[src/rtl/sac_pkg.sv]
package sac_pkg;

  typedef enum logic [2:0] {
    ST_IDLE,
    ST_EVICT,
    ST_FILL,
    ST_WTW,
    ST_RESP
  } sac_state_e;

  // cycles from burst start to the last word strobe of a block burst
  function automatic int burst_len(input int lat, input int rate, input int words);
    return lat + (words - 1) * rate;
  endfunction

  function automatic int max2(input int a, input int b);
    return (a > b) ? a : b;
  endfunction

endpackage

[src/rtl/sac_tag_store.sv]
module sac_tag_store #(
  parameter int WAYS  = 2,
  parameter int SETS  = 4,
  parameter int TAG_W = 6
) (
  input  logic                     clk,
  input  logic                     rst,
  input  logic                     wb_mode,
  input  logic [$clog2(SETS)-1:0]  lk_set,
  input  logic [TAG_W-1:0]         lk_tag,
  output logic [WAYS-1:0]          hit_vec,
  output logic                     hit,
  output logic [$clog2(WAYS)-1:0]  hit_way,
  input  logic [$clog2(WAYS)-1:0]  rd_way,
  output logic [TAG_W-1:0]         rd_tag,
  output logic                     rd_dirty,
  input  logic                     ins_en,
  input  logic [$clog2(WAYS)-1:0]  ins_way,
  input  logic                     mark_en,
  input  logic [$clog2(WAYS)-1:0]  mark_way
);
  localparam int WAY_W = $clog2(WAYS);

  logic [TAG_W-1:0]          tag_q [WAYS][SETS];
  logic [WAYS-1:0][SETS-1:0] valid_q;
  logic [WAYS-1:0][SETS-1:0] dirty_q;

  always_ff @(posedge clk) begin
    if (rst) begin
      valid_q <= '0;
      dirty_q <= '0;
    end else begin
      if (ins_en) begin
        valid_q[ins_way][lk_set] <= 1'b1;
        dirty_q[ins_way][lk_set] <= 1'b0;
      end
      if (mark_en) dirty_q[mark_way][lk_set] <= 1'b1;
    end
  end

  always_ff @(posedge clk) begin
    if (ins_en) tag_q[ins_way][lk_set] <= lk_tag;
  end

  // parallel compare across the ways of the indexed set
  for (genvar w = 0; w < WAYS; w++) begin : g_cmp
    assign hit_vec[w] = valid_q[w][lk_set] && (tag_q[w][lk_set] == lk_tag);
  end

  assign hit = |hit_vec;

  always_comb begin
    hit_way = '0;
    for (int w = 0; w < WAYS; w++)
      if (hit_vec[w]) hit_way = WAY_W'(w);
  end

  assign rd_tag   = tag_q[rd_way][lk_set];
  assign rd_dirty = valid_q[rd_way][lk_set] & dirty_q[rd_way][lk_set];

  // a block lives in at most one way of its set
  p_hit_onehot_r1: assert property (@(posedge clk) disable iff (rst)
    $onehot0(hit_vec));

  // write-through mode never leaves a dirty line
  p_wt_clean_r10: assert property (@(posedge clk) disable iff (rst)
    !wb_mode |-> (dirty_q == '0));

  // leaving reset, no line is valid or dirty
  p_reset_clear_r3: assert property (@(posedge clk)
    $fell(rst) |-> (valid_q == '0 && dirty_q == '0));

endmodule

[src/rtl/sac_data_store.sv]
module sac_data_store #(
  parameter int IDX_W  = 5,
  parameter int DATA_W = 16
) (
  input  logic              clk,
  input  logic              wr_en,
  input  logic [IDX_W-1:0]  wr_idx,
  input  logic [DATA_W-1:0] wr_data,
  input  logic [IDX_W-1:0]  ra_idx,
  output logic [DATA_W-1:0] ra_data,
  input  logic [IDX_W-1:0]  rb_idx,
  output logic [DATA_W-1:0] rb_data
);
  localparam int DEPTH = 1 << IDX_W;

  logic [DATA_W-1:0] mem_q [DEPTH];

  always_ff @(posedge clk) begin
    if (wr_en) mem_q[wr_idx] <= wr_data;
  end

  assign ra_data = mem_q[ra_idx];
  assign rb_data = mem_q[rb_idx];

endmodule

[src/rtl/sac_ctrl.sv]
module sac_ctrl
  import sac_pkg::*;
#(
  parameter int WAYS      = 2,
  parameter int WORDS     = 4,
  parameter int FIRST_LAT = 4,
  parameter int XFER_INT  = 2
) (
  input  logic                       clk,
  input  logic                       rst,
  input  logic                       wb_mode,
  input  logic                       cpu_req,
  input  logic                       cpu_we,
  input  logic                       lk_hit,
  input  logic [$clog2(WAYS)-1:0]    repl_way,
  input  logic                       vic_dirty,
  output sac_state_e                 state,
  output logic [$clog2(WORDS)-1:0]   widx,
  output logic [$clog2(WAYS)-1:0]    vic_way,
  output logic                       stb,
  output logic                       fill_wr,
  output logic                       fill_done,
  output logic                       cpu_ready
);
  localparam int WOFF_W = $clog2(WORDS);
  localparam int CNT_W  = $clog2(max2(FIRST_LAT, XFER_INT) + 1);
  localparam logic [CNT_W-1:0]  LAT_LD  = CNT_W'(FIRST_LAT - 1);
  localparam logic [CNT_W-1:0]  XFER_LD = CNT_W'(XFER_INT - 1);
  localparam logic [WOFF_W-1:0] LAST_W  = WOFF_W'(WORDS - 1);

  logic [CNT_W-1:0] cnt;
  logic             in_burst;
  logic             last_word;
  logic             wt_write;

  assign in_burst  = (state == ST_EVICT) || (state == ST_FILL) || (state == ST_WTW);
  assign stb       = in_burst && (cnt == '0);
  assign last_word = (widx == LAST_W);
  assign fill_wr   = (state == ST_FILL) && stb;
  assign fill_done = fill_wr && last_word;
  assign wt_write  = !wb_mode && cpu_we;

  assign cpu_ready = cpu_req &&
                     (((state == ST_IDLE) && lk_hit && !wt_write) || (state == ST_RESP));

  always_ff @(posedge clk) begin
    if (rst) begin
      state   <= ST_IDLE;
      cnt     <= '0;
      widx    <= '0;
      vic_way <= '0;
    end else begin
      unique case (state)
        ST_IDLE: begin
          if (cpu_req) begin
            if (wt_write) begin
              state <= ST_WTW;
              cnt   <= LAT_LD;
            end else if (!lk_hit) begin
              vic_way <= repl_way;
              widx    <= '0;
              cnt     <= LAT_LD;
              state   <= (wb_mode && vic_dirty) ? ST_EVICT : ST_FILL;
            end
          end
        end
        ST_EVICT, ST_FILL: begin
          if (cnt == '0) begin
            if (last_word) begin
              widx  <= '0;
              cnt   <= LAT_LD;
              state <= (state == ST_EVICT) ? ST_FILL : ST_IDLE;
            end else begin
              widx <= widx + 1'b1;
              cnt  <= XFER_LD;
            end
          end else begin
            cnt <= cnt - 1'b1;
          end
        end
        ST_WTW: begin
          if (cnt == '0) state <= ST_RESP;
          else           cnt   <= cnt - 1'b1;
        end
        ST_RESP: state <= ST_IDLE;
        default: state <= ST_IDLE;
      endcase
    end
  end

  // strobes are never back to back when both intervals exceed one cycle
  if (FIRST_LAT > 1 && XFER_INT > 1) begin : g_gap
    p_stb_gap_r5: assert property (@(posedge clk) disable iff (rst)
      stb |=> !stb);
  end

endmodule

[src/rtl/sac_cache.sv]
module sac_cache
  import sac_pkg::*;
#(
  parameter int ADDR_W    = 10,
  parameter int DATA_W    = 16,
  parameter int WAYS      = 2,
  parameter int SETS      = 4,
  parameter int WORDS     = 4,
  parameter int FIRST_LAT = 4,
  parameter int XFER_INT  = 2,
  localparam int WAY_W    = $clog2(WAYS)
) (
  input  logic              clk,
  input  logic              rst,
  input  logic              wb_mode,
  input  logic              cpu_req,
  input  logic              cpu_we,
  input  logic [ADDR_W-1:0] cpu_addr,
  input  logic [DATA_W-1:0] cpu_wdata,
  input  logic [WAY_W-1:0]  repl_way,
  output logic              cpu_ready,
  output logic [DATA_W-1:0] cpu_rdata,
  output logic              mem_req,
  output logic              mem_we,
  output logic [ADDR_W-1:0] mem_addr,
  output logic [DATA_W-1:0] mem_wdata,
  input  logic [DATA_W-1:0] mem_rdata,
  output logic              mem_stb
);
  localparam int WOFF_W = $clog2(WORDS);
  localparam int SET_W  = $clog2(SETS);
  localparam int TAG_W  = ADDR_W - SET_W - WOFF_W;
  localparam int IDX_W  = WAY_W + SET_W + WOFF_W;

  // address fields
  logic [WOFF_W-1:0] lk_off;
  logic [SET_W-1:0]  lk_set;
  logic [TAG_W-1:0]  lk_tag;
  assign lk_off = cpu_addr[WOFF_W-1:0];
  assign lk_set = cpu_addr[WOFF_W +: SET_W];
  assign lk_tag = cpu_addr[ADDR_W-1 -: TAG_W];

  // named internal events
  sac_state_e        state;
  logic [WAYS-1:0]   hit_vec;
  logic              lk_hit;
  logic [WAY_W-1:0]  hit_way;
  logic [WAY_W-1:0]  vic_way;
  logic [WAY_W-1:0]  rd_way;
  logic [TAG_W-1:0]  vic_tag;
  logic              vic_dirty;
  logic [WOFF_W-1:0] widx;
  logic              stb;
  logic              fill_wr;
  logic              fill_done;
  logic              cpu_wr_hit;
  logic              mark_dirty;
  logic              dat_we;
  logic [IDX_W-1:0]  dat_widx;
  logic [DATA_W-1:0] dat_wdata;
  logic [DATA_W-1:0] evict_word;

  assign rd_way     = (state == ST_IDLE) ? repl_way : vic_way;
  assign cpu_wr_hit = cpu_ready && cpu_we && lk_hit;
  assign mark_dirty = cpu_wr_hit && wb_mode;

  sac_ctrl #(
    .WAYS(WAYS), .WORDS(WORDS), .FIRST_LAT(FIRST_LAT), .XFER_INT(XFER_INT)
  ) u_ctrl (
    .clk       (clk),
    .rst       (rst),
    .wb_mode   (wb_mode),
    .cpu_req   (cpu_req),
    .cpu_we    (cpu_we),
    .lk_hit    (lk_hit),
    .repl_way  (repl_way),
    .vic_dirty (vic_dirty),
    .state     (state),
    .widx      (widx),
    .vic_way   (vic_way),
    .stb       (stb),
    .fill_wr   (fill_wr),
    .fill_done (fill_done),
    .cpu_ready (cpu_ready)
  );

  sac_tag_store #(
    .WAYS(WAYS), .SETS(SETS), .TAG_W(TAG_W)
  ) u_tags (
    .clk      (clk),
    .rst      (rst),
    .wb_mode  (wb_mode),
    .lk_set   (lk_set),
    .lk_tag   (lk_tag),
    .hit_vec  (hit_vec),
    .hit      (lk_hit),
    .hit_way  (hit_way),
    .rd_way   (rd_way),
    .rd_tag   (vic_tag),
    .rd_dirty (vic_dirty),
    .ins_en   (fill_done),
    .ins_way  (vic_way),
    .mark_en  (mark_dirty),
    .mark_way (hit_way)
  );

  assign dat_we    = fill_wr || cpu_wr_hit;
  assign dat_widx  = fill_wr ? {vic_way, lk_set, widx} : {hit_way, lk_set, lk_off};
  assign dat_wdata = fill_wr ? mem_rdata : cpu_wdata;

  sac_data_store #(
    .IDX_W(IDX_W), .DATA_W(DATA_W)
  ) u_data (
    .clk     (clk),
    .wr_en   (dat_we),
    .wr_idx  (dat_widx),
    .wr_data (dat_wdata),
    .ra_idx  ({hit_way, lk_set, lk_off}),
    .ra_data (cpu_rdata),
    .rb_idx  ({vic_way, lk_set, widx}),
    .rb_data (evict_word)
  );

  // lower-level port
  always_comb begin
    unique case (state)
      ST_EVICT: mem_addr = {vic_tag, lk_set, widx};
      ST_FILL:  mem_addr = {lk_tag, lk_set, widx};
      default:  mem_addr = cpu_addr;
    endcase
  end

  assign mem_req   = (state == ST_EVICT) || (state == ST_FILL) || (state == ST_WTW);
  assign mem_we    = (state == ST_EVICT) || (state == ST_WTW);
  assign mem_wdata = (state == ST_EVICT) ? evict_word : cpu_wdata;
  assign mem_stb   = stb;

  // once the last word of a fill lands, the held access hits
  p_fill_then_hit_r4: assert property (@(posedge clk) disable iff (rst)
    fill_done |=> (!cpu_req || lk_hit));

endmodule

[config.mk]
export PLATFORM = sky130hd
export DESIGN_NAME = sac_cache
export DESIGN_NICKNAME = d
export VERILOG_FILES = /design/src/rtl/sac_pkg.sv /design/src/rtl/sac_tag_store.sv /design/src/rtl/sac_data_store.sv /design/src/rtl/sac_ctrl.sv /design/src/rtl/sac_cache.sv
export SDC_FILE = /design/constraint.sdc
export NUM_CORES = 1
export LEC_CHECK = 0
export BUFFER_PORTS_ARGS = -buffer_cell sky130_fd_sc_hd__buf_2
export CAP_MARGIN = 20
export CORE_MARGIN = 2
export CORE_UTILIZATION = 30
export DETAILED_ROUTE_END_ITERATION = 8
export RECOVER_POWER = 25
export SYNTH_ARGS = -nofsm -noshare
export SYNTH_HDL_FRONTEND = slang
export SYNTH_SLANG_ARGS = --single-unit
[constraint.sdc]
create_clock -name clk -period 5.9 [get_ports clk]
set_clock_uncertainty 0.05 [all_clocks]
set_input_delay 0.295 -clock clk [delete_from_list [all_inputs] [get_ports clk]]
set_output_delay 0.295 -clock clk [all_outputs]
set_load 0.03 [all_outputs]
==> tab_implementation.tex, run 1 <==
\begin{tabular}{lr}
\hline
Metric & Value \\
\hline
\multicolumn{2}{l}{\textbf{Final layout}} \\
\quad Most frequent standard cell in the layout excluding fill and tap cells & sky130\_fd\_sc\_hd\_\_edfxtp\_1 \\
\quad Synthesis-to-finish area growth & 15.5\% \\
\quad Count of non-filler cells in the finished layout & 2705 \\
\quad Leading cell types in the layout, fill and taps excluded & 560 x sky130\_fd\_sc\_hd\_\_edfxtp\_1, 329 x sky130\_fd\_sc\_hd\_\_mux4\_2, 80 x sky130\_fd\_sc\_hd\_\_buf\_2 \\
\quad Final standard cell utilization of the core & 0.350 \\
\quad Diode count & 0 \\
\quad Final Instance Area & 31500 um2 \\
\quad Number of nets in the final layout & 1532 \\
\quad Area taken by flip-flops and latches & 17300 um2 \\
\quad Layout cells sized above 1 & 0.394 \\
\quad \# fillers & 8335 \\
\quad Combined area of the multi-input logic cells & 9540 um2 \\
\multicolumn{2}{l}{\textbf{Critical path}} \\
\quad Largest driver fanout on the critical path & 16 \\
\quad Crit path kind & reg2reg \\
\quad Worst path arrival time & 4.92 ns \\
\quad Required time reported for the critical path endpoint & 6.09 ns \\
\quad Kind of end point of the critical path & flip-flop \\
\quad Worst setup SP type & flip-flop \\
\multicolumn{2}{l}{\textbf{Timing}} \\
\quad Number of slew-limit violations in the final report & 144 \\
\quad Share of the clock period used by the worst path after layout & 0.802 \\
\quad Post-route minimum period & 4.73 ns \\
\quad Final Hold Slack & -0.0674 ns \\
\quad RSZ-0062 raised after global routing & no \\
\quad Top achievable clock speed & 0.211 GHz \\
\quad Final setup violating endpoints & 0 \\
\quad Transition time of the tightest slew-check pin & 1.84 ns \\
\quad Hold violation total from the final report & 2 \\
\quad Slew Limit Headroom & -0.230 \\
\quad Total negative setup slack & 0 ns \\
\multicolumn{2}{l}{\textbf{Flow run}} \\
\quad Max Cap Viol & 5 \\
\multicolumn{2}{l}{\textbf{Synthesis}} \\
\quad Mux contribution to synthesized area & 0.291 \\
\quad Post-synthesis cell count & 1375 \\
\quad Post-synthesis adder-cell area fraction & 0.00174 \\
\quad Number of flops mapped to enable cells by yosys & 560 \\
\quad Share of async-settable or async-resettable flops after synthesis & 0 \\
\quad Synth cell types & 52 \\
\quad Yosys top cell by area & sky130\_fd\_sc\_hd\_\_edfxtp\_1 \\
\quad Xor-xnor portion of the synthesized cell area & 0.00481 \\
\quad Total of flip-flops plus latches after synthesis & 585 \\
\quad Syn\_nets & 1426 \\
\quad Leading register cell type out of synthesis & sky130\_fd\_sc\_hd\_\_edfxtp\_1 \\
\quad Leading cell types by total area after synthesis & sky130\_fd\_sc\_hd\_\_edfxtp\_1 62\%, sky130\_fd\_sc\_hd\_\_mux4\_2 27\%, sky130\_fd\_sc\_hd\_\_dfxtp\_1 1.8\% \\
\quad Syn Area/Cell & 19.8 um2 \\
\quad Sequential element share of the synthesized area & 0.635 \\
\quad Largest family of logic cells by synthesized area & multiplexers \\
\quad Fraction of synthesized cell area taken by the top area cell type & 0.616 \\
\quad Synth Area in Compound Gates & 0.0158 \\
\quad Syn Std Cell Area & 27300 um2 \\
\quad Number of warning messages in the yosys log & 0 \\
\quad Post-synthesis simple-gate area fraction & 0.0335 \\
\multicolumn{2}{l}{\textbf{Route}} \\
\quad Per-cell via count in the routed design & 5.42 \\
\quad Wire length per cell & 26.5 um \\
\quad Antenna-violating nets left & 0 \\
\quad Number of violations reported at the end of detailed-routing iteration 0 & 1639 \\
\quad Routed via count & 14700 \\
\quad Drt total wl & 71800 um \\
\quad Remaining routing DRC violations & 0 \\
\quad Initial DRT Pass Iterations & 7 \\
\multicolumn{2}{l}{\textbf{CTS}} \\
\quad H-tree levels & 2 \\
\quad Sinks on the clock net & 585 \\
\quad Post-CTS Resized & 0 \\
\quad CTS max path bufs & 3 \\
\quad Clk root buf & sky130\_fd\_sc\_hd\_\_clkbuf\_16 \\
\quad Clock-pin transition on the worst setup and hold timing paths & 0.06 ns \\
\quad CTS tree & yes \\
\quad Clock Latency Late Sink & 0.64 ns \\
\quad Buffer count from post-CTS setup fixing & 0 \\
\quad Inserted Clock Buffers & 59 \\
\multicolumn{2}{l}{\textbf{GRT}} \\
\quad GRT Overall Usage & 0.153 \\
\quad Overflow left after global routing & 0 \\
\quad Met3 track demand over resource in global routing & 0.0228 \\
\quad Pin count of the biggest net entering global routing & 74 \\
\quad Initial antenna violation count & 1 \\
\quad Number of global-route vias before repair & 15000 \\
\quad Global routing's busiest layer & met2 \\
\quad First-pass GRT wire length & 105000 um \\
\quad Met1 routing resource usage after global routing & 0.210 \\
\quad Met2 GRT Util & 0.253 \\
\multicolumn{2}{l}{\textbf{Place}} \\
\quad Placed wire-length estimate after detailed placement & 46400 um \\
\quad Standard cell area after detailed placement & 29300 um2 \\
\quad Number of placed instances with taps included & 2574 \\
\quad Routability Congestion & 0.834 \\
\quad Number of buffers added on ports & 93 \\
\multicolumn{2}{l}{\textbf{Floorplan}} \\
\quad Number of placement rows & 110 \\
\quad Floorplan core area & 90000 um2 \\
\quad Horizontal die dimension & 306 um \\
\quad Chip height & 306 um \\
\quad Starting utilization of the core area & 0.303 \\
\quad Total die area & 93400 um2 \\
\quad Boundary Pins & 94 \\
\multicolumn{2}{l}{\textbf{Power}} \\
\quad Maximum vdd ir drop & 0.269 mV \\
\quad P\_leak & 9.60 nW \\
\quad Power per cell area & 308 nW/um2 \\
\multicolumn{2}{l}{\textbf{Min path}} \\
\quad Worst hold-check path type & in2reg \\
\multicolumn{2}{l}{\textbf{Outcome}} \\
\quad Result of the run & finished, violations left \\
\quad Violations in the final reports & negative hold slack, max-capacitance violations, max-slew violations \\
\hline
\end{tabular}
layout make-up:
| cell class | count | share of cell area |
|---|---|---|
| Tap cell | 1176 | 0.0467 |
| Inverter | 12 | 0.00143 |
| Clock buffer | 75 | 0.0521 |
| Multi-Input combinational cell | 673 | 0.303 |
| Timing Repair Buffer | 150 | 0.0351 |
| Sequential cell | 585 | 0.550 |
| Clock inverter | 34 | 0.0122 |
stage by stage:
stage	power, mW	setup slack, ns
after CTS	9.80	1.30
after floorplan	5.51	2.76
after global placement	5.90	1.51
after global routing	10.0	0.778
final	9.72	1.17
after detailed placement	5.94	1.50
registers in the layout, summed over array words and instances, names as in the netlist:
register / count
u_ctrl.state: 3
u_ctrl.vic_way: 1
u_tags.tag_q: 48
u_ctrl.widx: 2
u_tags.valid_q: 8
u_ctrl.cnt: 3
u_tags.dirty_q: 8
u_data.mem_q: 512
per-layer routing:
metal  vias up  share of wire
li1       6064              -
met4         0          0.026
met5         -              0
met1      7862           0.41
met3       101          0.070
met2       634           0.49
cells in the mapped netlist (4+ instances only):
library cell and instances:
sky130_fd_sc_hd__a21oi_1 29, sky130_fd_sc_hd__a311oi_1 4, sky130_fd_sc_hd__buf_1 16, sky130_fd_sc_hd__buf_2 18, sky130_fd_sc_hd__clkbuf_1 65, sky130_fd_sc_hd__dfxtp_1 25
sky130_fd_sc_hd__edfxtp_1 560, sky130_fd_sc_hd__inv_1 12, sky130_fd_sc_hd__mux2_2 20, sky130_fd_sc_hd__mux2i_1 30, sky130_fd_sc_hd__mux4_2 329, sky130_fd_sc_hd__nand2_1 71
sky130_fd_sc_hd__nand2b_1 5, sky130_fd_sc_hd__nand3_1 4, sky130_fd_sc_hd__nand3b_1 5, sky130_fd_sc_hd__nor2_1 97, sky130_fd_sc_hd__nor3_1 8, sky130_fd_sc_hd__o21ai_0 6
sky130_fd_sc_hd__o32ai_1 8, sky130_fd_sc_hd__xnor2_1 9, sky130_fd_sc_hd__xor2_1 6
cells by family (layout without fill, tap and decap cells):
group / Yosys count / after routing
adder cells (fa/ha/maj): 4 / 4
XOR/XNOR: 15 / 15
multiplexers: 380 / 380
AND/OR/NAND/NOR: 209 / 209
buffers and inverters: 117 / 271
flip-flops: 585 / 585
AO/OA/AOI/OAI: 65 / 65
where the power goes:
part | total [mW] | internal [mW] | switching, mW | leakage [nW]
Clock | 3.87 | 2.27 | 1.60 | 0.976
Sequential | 4.71 | 4.67 | 0.0431 | 5.24
Combinational | 1.14 | 0.454 | 0.683 | 3.38
worst max-delay path, cell delays in order (launching register included):
cell	delay, ns
sky130_fd_sc_hd__dfxtp_1	0.33
sky130_fd_sc_hd__inv_1	0.08
sky130_fd_sc_hd__ha_1	0.19
sky130_fd_sc_hd__nor2b_1	0.24
sky130_fd_sc_hd__nand2_1	0.09
sky130_fd_sc_hd__nor3_1	1.38
sky130_fd_sc_hd__clkbuf_1	0.62
sky130_fd_sc_hd__nand3_1	0.14
sky130_fd_sc_hd__nand2_1	0.16
sky130_fd_sc_hd__nand2_1	0.17
sky130_fd_sc_hd__nor2_2	0.88
path summary, 6_finish.rpt:
| check | startpoint | to | slack (ns) | depth (start not counted) |
|---|---|---|---|---|
| worst max-delay path | u_ctrl.cnt[0]$_SDFFE_PP0P_ | u_data.mem_q[23][10]$_DFFE_PP_ | 1.17 | 10 |
| worst min-delay path | mem_rdata[14] | u_data.mem_q[7][14]$_DFFE_PP_ | -0.07 | 3 |
| worst max register to register | u_ctrl.cnt[0]$_SDFFE_PP0P_ | u_data.mem_q[23][10]$_DFFE_PP_ | 1.17 | 10 |
| worst min register to register | u_tags.dirty_q[0]$_SDFF_PP0_ | u_tags.dirty_q[0]$_SDFF_PP0_ | 0.43 | 2 |
repair_timing:
action / 4_1_cts / 5_1_grt
hold buffers: 7 / 0
endpoints found under the hold margin: 49 / 0
endpoints found under the setup margin: 0 / 0
No activity file was read; power rests on OpenSTA's default activity.
==> run 2, diff against run 1 <==
==> constraint.sdc (replaced) <==
create_clock -name clk -period 3.9 [get_ports clk]
set_clock_uncertainty 0.05 [all_clocks]
set_input_delay 0.195 -clock clk [delete_from_list [all_inputs] [get_ports clk]]
set_output_delay 0.195 -clock clk [all_outputs]
set_load 0.03 [all_outputs]
==> tab_implementation.tex, run 2 (same netlist as run 1, synthesis figures left out) <==
\begin{tabular}{lr}
\hline
Metric & Value \\
\hline
\multicolumn{2}{l}{\textbf{Final layout}} \\
\quad Synthesis-to-finish area growth & 17.4\% \\
\quad Largest register by flop count & u\_data.mem\_q \\
\quad Diode count & 0 \\
\quad Final Instance Area & 32000 um2 \\
\quad Biggest registers after layout & u\_data.mem\_q x512, u\_tags.tag\_q x48 \\
\quad Leading cell types in the layout, fill and taps excluded & 560 x sky130\_fd\_sc\_hd\_\_edfxtp\_1, 329 x sky130\_fd\_sc\_hd\_\_mux4\_2, 85 x sky130\_fd\_sc\_hd\_\_buf\_4 \\
\quad \# fillers & 8325 \\
\quad Combined area of the multi-input logic cells & 9550 um2 \\
\quad Layout cells sized above 1 & 0.418 \\
\quad Number of nets in the final layout & 1605 \\
\quad Flip-flop count of the largest register after layout & 512 \\
\quad Area taken by flip-flops and latches & 17300 um2 \\
\quad Most frequent standard cell in the layout excluding fill and tap cells & sky130\_fd\_sc\_hd\_\_edfxtp\_1 \\
\multicolumn{2}{l}{\textbf{Power}} \\
\quad Power per cell area & 453 nW/um2 \\
\quad Switching power & 3.51 mW \\
\quad P\_leak & 9.93 nW \\
\quad Portion of total power attributed to sequential cells & 0.489 \\
\quad Fraction of power consumed by combinational cells & 0.119 \\
\quad Net Sw Frac & 0.241 \\
\quad Internal Dissipation & 11.0 mW \\
\quad Maximum vdd ir drop & 0.345 mV \\
\quad Clock group share of total power & 0.392 \\
\multicolumn{2}{l}{\textbf{CTS}} \\
\quad Sinks on the clock net & 585 \\
\quad H-tree levels & 2 \\
\quad Clock Latency Late Sink & 0.62 ns \\
\quad Clk root buf & sky130\_fd\_sc\_hd\_\_clkbuf\_16 \\
\quad Inserted Clock Buffers & 59 \\
\quad Clock-pin transition on the worst setup and hold timing paths & 0.06 ns \\
\quad CTS tree & yes \\
\quad CTS max path bufs & 3 \\
\multicolumn{2}{l}{\textbf{Route}} \\
\quad Remaining routing DRC violations & 0 \\
\quad Drt total wl & 74900 um \\
\quad Initial DRT Pass Iterations & 5 \\
\quad Per-cell via count in the routed design & 5.45 \\
\quad Routed via count & 15100 \\
\quad Number of violations reported at the end of detailed-routing iteration 0 & 1478 \\
\quad Wire length per cell & 27.0 um \\
\quad Antenna-violating nets left & 0 \\
\multicolumn{2}{l}{\textbf{Outcome}} \\
\quad Violations in the final reports & negative hold slack \\
\quad Result of the run & finished, violations left \\
\multicolumn{2}{l}{\textbf{Critical path}} \\
\quad Crit path kind & reg2out \\
\quad Kind of end point of the critical path & primary output \\
\quad Worst path arrival time & 3.48 ns \\
\quad Largest driver fanout on the critical path & 17 \\
\quad Required time reported for the critical path endpoint & 3.65 ns \\
\quad Delay of the slowest cell on the worst path & 0.60 ns \\
\quad Most frequent CP cell & sky130\_fd\_sc\_hd\_\_mux4\_2 \\
\quad Worst setup SP type & flip-flop \\
\quad Worst path slowest cell & sky130\_fd\_sc\_hd\_\_dfxtp\_4 \\
\quad Chain of cells forming the critical path & buf\_12 > mux4\_2 > mux4\_2 > mux2i\_1 > buf\_4 > a21oi\_1 > buf\_2 \\
\multicolumn{2}{l}{\textbf{Timing}} \\
\quad Final worst setup slack & 0.174 ns \\
\quad Share of the clock period used by the worst path after layout & 0.955 \\
\quad Total negative setup slack & 0 ns \\
\quad Number of slew-limit violations in the final report & 0 \\
\quad Hold violation total from the final report & 3 \\
\quad Final setup violating endpoints & 0 \\
\quad Slew Limit Headroom & 0.00775 \\
\quad Transition time of the tightest slew-check pin & 1.49 ns \\
\quad Post-route minimum period & 3.73 ns \\
\quad Final Hold Slack & -0.0199 ns \\
\quad Top achievable clock speed & 0.268 GHz \\
\quad RSZ-0062 raised after global routing & no \\
\multicolumn{2}{l}{\textbf{Floorplan}} \\
\quad Horizontal die dimension & 306 um \\
\quad Starting utilization of the core area & 0.303 \\
\quad Total die area & 93400 um2 \\
\quad Chip height & 306 um \\
\quad Number of placement rows & 110 \\
\quad Floorplan core area & 90000 um2 \\
\quad Boundary Pins & 94 \\
\multicolumn{2}{l}{\textbf{Min path}} \\
\quad Worst hold-check path type & in2reg \\
\multicolumn{2}{l}{\textbf{GRT}} \\
\quad Initial antenna violation count & 0 \\
\quad Number of global-route vias before repair & 15800 \\
\quad First-pass GRT wire length & 110000 um \\
\quad Overflow left after global routing & 0 \\
\quad GRT Overall Usage & 0.161 \\
\quad Pin count of the biggest net entering global routing & 76 \\
\multicolumn{2}{l}{\textbf{Place}} \\
\quad Placed wire-length estimate after detailed placement & 47900 um \\
\quad Standard cell area after detailed placement & 29900 um2 \\
\quad Routability Congestion & 0.817 \\
\quad Number of buffers added on ports & 93 \\
\quad Post-placement setup slack & 0.550 ns \\
\multicolumn{2}{l}{\textbf{Flow run}} \\
\quad Max Cap Viol & 0 \\
\hline
\end{tabular}
==> run 2: cell count changes in the layout (fill, tap and decap cells not counted), moves of 3 or more <==
cell / delta
sky130_fd_sc_hd__buf_4: +63
sky130_fd_sc_hd__buf_12: +13
sky130_fd_sc_hd__buf_8: -11
sky130_fd_sc_hd__dlygate4sd3_1: +6
sky130_fd_sc_hd__clkbuf_8: -4
sky130_fd_sc_hd__clkbuf_16: -3
sky130_fd_sc_hd__clkinv_2: +3
sky130_fd_sc_hd__clkinv_4: +3
==> run 2: routing by layer <==
| metal | wire length (um) | share of wire | global-route usage |
|---|---|---|---|
| met3 | 6350 | 0.085 | 0.0324 |
| met4 | 1450 | 0.019 | 0.0398 |
| met2 | 35700 | 0.48 | 0.255 |
| met1 | 31400 | 0.42 | 0.227 |
| met5 | 0 | 0 | 0 |
==> run 2: worst paths after layout <==
kind	startpoint	endpoint	slack, ns	cells after the start
setup / recovery	u_ctrl.widx[0]$_SDFFE_PP0P_	mem_wdata[8]	0.17	7
setup reg to reg	u_ctrl.cnt[0]$_SDFFE_PP0P_	u_data.mem_q[1][14]$_DFFE_PP_	0.33	9
hold / removal	cpu_wdata[3]	u_data.mem_q[23][3]$_DFFE_PP_	-0.02	3
hold reg to reg	u_tags.dirty_q[0]$_SDFF_PP0_	u_tags.dirty_q[0]$_SDFF_PP0_	0.43	2
==> run 2: critical path: cells and delay by family (launching register included) <==
kind / cells / cell delay, ns
AOI/OAI and AO/OA: 1 / 0.07
muxes: 3 / 1.49
buffers and inverters: 3 / 0.67
DFF: 1 / 0.60
==> run 2: metrics by stage <==
step	total power, mW	instances	utilization	hold WS, ns
floorplan	8.34	1375	-	0.244
global placement	8.92	2650	0.332	0.412
detailed placement	8.95	2650	0.332	0.418
CTS	14.7	2771	0.356	0.114
global route	15.0	2776	0.356	0.00105
finish	14.5	2776	0.356	-0.0199
==> run 2: layout make-up <==
cell class / count / area share
Clock buffer: 64 / 0.0467
Multi-Input combinational cell: 673 / 0.298
Sequential cell: 585 / 0.541
Tap cell: 1176 / 0.0459
Clock inverter: 43 / 0.0139
Inverter: 12 / 0.00141
Timing Repair Buffer: 223 / 0.0529
==> run 2: power groups by stage <==
stage | Sequential, mW | Clock (mW) | Combinational [mW]
after floorplan | 7.20 | 0 | 1.14
after global placement | 7.24 | 0 | 1.68
after detailed placement | 7.24 | 0 | 1.71
after CTS | 7.10 | 5.82 | 1.74
after global routing | 7.10 | 6.07 | 1.85
final | 7.10 | 5.70 | 1.72
==> run 2: repair_timing <==
action,in CTS,in global routing
gates resized for setup,0,1
hold buffers,12,1
hold endpoints to repair,61,3
buffers inserted,2,0
setup endpoints to repair,2,1
